File: config.mk
export PLATFORM = sky130hd
export DESIGN_NAME = chan_steer
export DESIGN_NICKNAME = d
export VERILOG_FILES = /design/src/rtl/chan_steer.sv
export SDC_FILE = /design/constraint.sdc
export NUM_CORES = 1
export LEC_CHECK = 0
export BUFFER_PORTS_ARGS = -buffer_cell sky130_fd_sc_hd__buf_4
export CAP_MARGIN = 0
export CORE_AREA = 2 2 39 41
export CTS_BUF_LIST = sky130_fd_sc_hd__clkbuf_16
export DETAILED_ROUTE_END_ITERATION = 12
export DIE_AREA = 0 0 41 43
export GPL_ROUTABILITY_DRIVEN = 0
export HOLD_SLACK_MARGIN = 0.1
export PLACE_DENSITY_LB_ADDON = 0.05
export SYNTH_ARGS = -nofsm -noshare
export SYNTH_HDL_FRONTEND = slang
export SYNTH_SLANG_ARGS = --single-unit
File: constraint.sdc
create_clock -name clk -period 1.5 [get_ports clk]
set_input_delay 0.3 -clock clk [delete_from_list [all_inputs] [get_ports clk]]
set_output_delay 0.3 -clock clk [all_outputs]
set_load 0.02 [all_outputs]
File: src/rtl/chan_steer.sv
module chan_steer #(
  parameter int PORTS = 3,
  parameter int AW    = $clog2(PORTS)
) (
  input  logic             clk,
  input  logic             rst_n,
  input  logic             addr_capture,
  input  logic [AW-1:0]    dest_in,
  input  logic             wr_req,
  input  logic [PORTS-1:0] full_in,
  input  logic [PORTS-1:0] empty_in,
  output logic             sel_full,
  output logic             sel_empty,
  output logic [PORTS-1:0] wr_en,
  output logic [PORTS-1:0] port_valid
);

  localparam logic [AW:0] PORTS_W = PORTS[AW:0];

  logic [AW-1:0] addr_q;
  logic          addr_ok;

  always_ff @(posedge clk) begin
    if (!rst_n)            addr_q <= '0;
    else if (addr_capture) addr_q <= dest_in;
  end

  assign addr_ok    = {1'b0, addr_q} < PORTS_W;
  assign sel_full   = addr_ok ? full_in[addr_q]  : 1'b1;
  assign sel_empty  = addr_ok ? empty_in[addr_q] : 1'b0;
  assign port_valid = ~empty_in;

  for (genvar g = 0; g < PORTS; g++) begin : g_wr
    assign wr_en[g] = rst_n & wr_req & addr_ok & (addr_q == AW'(g));
  end

  AST_ADDR_LOAD: assert property (@(posedge clk) disable iff (!rst_n)
    addr_capture |=> addr_q == $past(dest_in));

  AST_ADDR_HOLD: assert property (@(posedge clk) disable iff (!rst_n)
    !addr_capture |=> $stable(addr_q));

  AST_BAD_CODE_BLOCKS: assert property (@(posedge clk) disable iff (!rst_n)
    !addr_ok |-> (sel_full && !sel_empty && wr_en == '0));

  AST_WR_SINGLE: assert property (@(posedge clk) disable iff (!rst_n)
    (wr_req && addr_ok) |-> $countones(wr_en) == 1);

  AST_WR_IDLE: assert property (@(posedge clk) disable iff (!rst_n)
    !wr_req |-> wr_en == '0);

  AST_WR_ONEHOT0: assert property (@(posedge clk) $onehot0(wr_en));

endmodule

== After elaboration in Yosys (flattened, before gate mapping) ==
Index checks and enable logic that the tools add are counted.

* Output and inout port bits: 8
* Register bits after elaboration: 2
* Input port bits: 12
* Word-level logic and storage cells: 18

* $lt $le $gt $ge: 2
* Bitwise logic cells: 6
* Reductions and logical operators: 1
* Eq/ne operators: 2
* Muxes and demuxes: 6

{| class="wikitable"
|+ Operator list
! kind !! number
|-
| 1-bit AND || 5
|-
| 1-bit binary-select mux with 2-bit select || 2
|-
| 1-bit 2-to-1 mux || 4
|-
| 2-bit by 3-bit < comparator with 1-bit output (second input constant) || 1
|-
| 3-bit NOT || 1
|-
| 2-bit by 1-bit equality test with 1-bit output (second input constant) || 1
|-
| 2-bit equality test (second input constant) || 1
|-
| 2-bit logical NOT || 1
|-
| 2-bit < comparator (second input constant) || 1
|}

== Longest topological paths before layout ==
* Word-level depth: 3
* Mapped depth: 2
* Mapped depth without buffers: 2

== Worst setup path before layout ==
OpenSTA, ideal clock, no wires.

* Path kind: reg2out
* Start: register addr_q[0]
* End: output sel_full
* Arrival time: 0.953 ns
* Required time: 1.200 ns
* Setup slack: 0.247 ns
* Path buffers: 0
* Cell stages (with the launch flop): 3
* Path through: dfxtp_1 > mux2_4 > o22a_1

* Cells in the longest elaborated chain, start to end: 3
* Elaborated cells between the ends (all ways): 4
* Those cells by class: 1 x order compare; 3 x mux

{| class="wikitable"
|+ RTL lines
! item !! RTL line !! source
|-
| start: declaration || 20 || <nowiki>logic [AW-1:0] addr_q;</nowiki>
|-
| start signal: assignment || 25 || <nowiki>else if (addr_capture) addr_q <= dest_in;</nowiki>
|-
| 1-bit binary-select mux with 2-bit select || 29 || <nowiki>assign sel_full = addr_ok ? full_in[addr_q] : 1'b1;</nowiki>
|-
| 1-bit 2-to-1 mux (not written as such) || 29 ||
|-
| 1-bit 2-to-1 mux (*) || 29 ||
|-
| end: declaration || 12 || <nowiki>output logic sel_full,</nowiki>
|}

Mark *: on every way between the ends. The rest lies on a longest branch, timed or not. The select of a mux whose other input is x is not followed.

== Worst setup path in the final report ==
Ends and elaborated chain as after synthesis.

==> impl_metrics.json <==
{
  "status": "completed",
  "port_buffers": 19,
  "slew_viol_final": 0,
  "tightest_slew_ns": 0.2112,
  "num-fill-cells": 151,
  "grt_use_total_pct": 7.708,
  "synth_top_area_share_pct": 26.23,
  "crit_fanout": 4,
  "pin_count": 20,
  "holdPathStages": 2,
  "die_w_microns": 41,
  "wl_per_cell_microns": 9.690,
  "initial_core_util_pct": 11.03,
  "die_y_microns": 43,
  "finalSetupTns_ns": 0,
  "ir_worst_vdd_v": 0.0005641,
  "rrSetupSlack_ns": 0.77,
  "synth_cells": 18,
  "cts_hold_buf": 0,
  "synth_nets": 30,
  "num-nets-final": 56,
  "grt_antenna_before_repair": 0,
  "gr-total-overflow": 0,
  "relSlewSlack_pct": 85.90,
  "die_area_sq_um": 1763,
  "drc_errors": 0,
  "fin_util_pct": 29.66,
  "grt_pass1_wl_microns": 841,
  "grt_max_degree": 7,
  "synthToLayoutAreaGrowth_pct": 168.9,
  "layout_commonest_cell": "buf_4",
  "synth_seq_cells": 2,
  "coreArea_sq_um": 1384,
  "maxCapViolations": 0,
  "ys_seq_area_share_pct": 26.23,
  "layout_common_cells": "20 x buf_4, 3 x inv_1, 3 x mux2i_1, 3 x clkbuf_16, 2 x nor2b_1",
  "firstDrtPassIters": 2,
  "arrival_ns": 1.18,
  "powerDensity_nw_per_um2": 1350,
  "synth.largest_area_cell": "dfxtp_1",
  "crit_slowest_cell": "dfxtp_2",
  "cts-buffers-inserted": 3,
  "crit_path_end_kind": "primary output",
  "cp_top_family": "flip-flops",
  "clk_latency_ns": 0.22,
  "yosysWarnings": 0,
  "r2r_end": "addr_q[0]",
  "clock_skew_ns": 0,
  "vias": 215,
  "fmax_mhz": 677.9,
  "reg_top3": "addr_q x2",
  "cts_tree": "yes",
  "crit_chain": "mux2_4 > o22a_1 > buf_6",
  "hold_viol": 0,
  "fin_crit_ns": 1.475,
  "setup_viol": 0,
  "critPathBufInv": 1,
  "top_register": "addr_q",
  "cp.required_ns": 1.20,
  "drive_gt1_share_pct": 64.29,
  "min_from": "rst_n",
  "fin_crit_sh_pct": 98.34,
  "synthTopCellsByArea": "dfxtp_1 26%, mux2i_1 20%, mux2_4 9.8%",
  "crit_type": "reg2out",
  "syn_area_sq_um": 152.6,
  "rr_startpoint": "addr_q[0]",
  "root_buffer": "clkbuf_16",
  "vias_per_cell": 3.707,
  "wirelength_microns": 562,
  "r2r_cells": 3,
  "antenna_left": 0,
  "grt_pass1_vias": 212,
  "cts.clk_slew.worst_paths_ns": 0.03,
  "cts.sinks": 2,
  "antenna_cells": 0,
  "synth_cell_types": 12,
  "h-tree-depth": 1,
  "initialDrtViolationCount": 1,
  "rsz0062_at_grt": "no",
  "cp_slowest_stage_delay_ns": 0.34,
  "syn_avg_cell_area_sq_um": 8.480,
  "largest_reg_flops": 2,
  "row_count": 14,
  "cts_buffer_depth": 2,
  "crit_path_start_kind": "flip-flop",
  "hold_class": "in2reg",
  "leakagePower_nw": 0.2119,
  "holdPathEnd": "addr_q[1]"
}
## cells by family (layout without fill, tap and decap cells)
kind of cell | count (synthesis) | count (layout) | synth area share, %
simple gates | 7 | 7 | 27.04
compound gates | 2 | 2 | 9.840
mux | 4 | 4 | 29.51
flops | 2 | 2 | 26.23
buf+inv | 3 | 27 | 7.377
## per-stage QoR
step | instances | setup slack, ns | total power, W | hold slack [ns] | area, sq um
2_1_floorplan | 18 | 0.2469 | 0.0001012 | 0.4282 | 152.6
3_3_place_gp | 54 | 0.2148 | 0.0001500 | 0.5414 | 322.8
3_5_place_dp | 54 | 0.1894 | 0.0001503 | 0.5387 | 322.8
4_1_cts | 57 | 0.003802 | 0.0005571 | 0.3119 | 399.1
5_1_grt | 58 | 0.003036 | 0.0005717 | 0.3142 | 410.4
6_report | 58 | 0.02491 | 0.0005541 | 0.3137 | 410.4
## cells in the mapped netlist
cell	instances
dfxtp_1	2
inv_1	3
mux2_4	1
mux2i_1	3
nand2_1	1
nand2b_2	1
nor2_1	1
nor2b_1	2
nor3_1	1
nor3b_1	1
o22a_1	1
o22ai_1	1
## layout make-up
class	count	area (sq um)	area share (%)
clock buffers	3	75.07	18.29
inverters	3	11.26	2.744
multi-input cells	13	101.3	24.70
flip-flops and latches	2	41.29	10.06
well taps	16	20.02	4.878
repair buffers	21	161.4	39.33
## repair_timing
action,in CTS,in global routing
resized for setup,1,1
cloned,0,0
buffers inserted,0,1
setup endpoints to repair,1,1
## power by group
part           total [W]  switching, W  internal (W)
logic          0.0000917     0.0000379     0.0000538
clock network   0.000401     0.0000615      0.000339
registers      0.0000616    0.00000438     0.0000572
## layer usage
metal | global-route usage [%] | share of wire [%]
met1 | 7.643 | 32
met2 | 10.94 | 52
met3 | 3.141 | 13
met4 | 8.000 | 2.5
met5 | 0 | 0
## how the worst max path moves through the flow
| stage | startpoint | endpoint | cells past startpoint |
|---|---|---|---|
| finish | addr_q[0] | sel_full | 3 |
| global placement | addr_q[0] | sel_full | 3 |
| CTS | addr_q[0] | sel_full | 3 |
| floorplan | addr_q[0] | sel_full | 2 |
| detailed placement | addr_q[0] | sel_full | 3 |
| global route | addr_q[0] | sel_full | 3 |
Note: power is estimated with default switching activity, not from simulation.
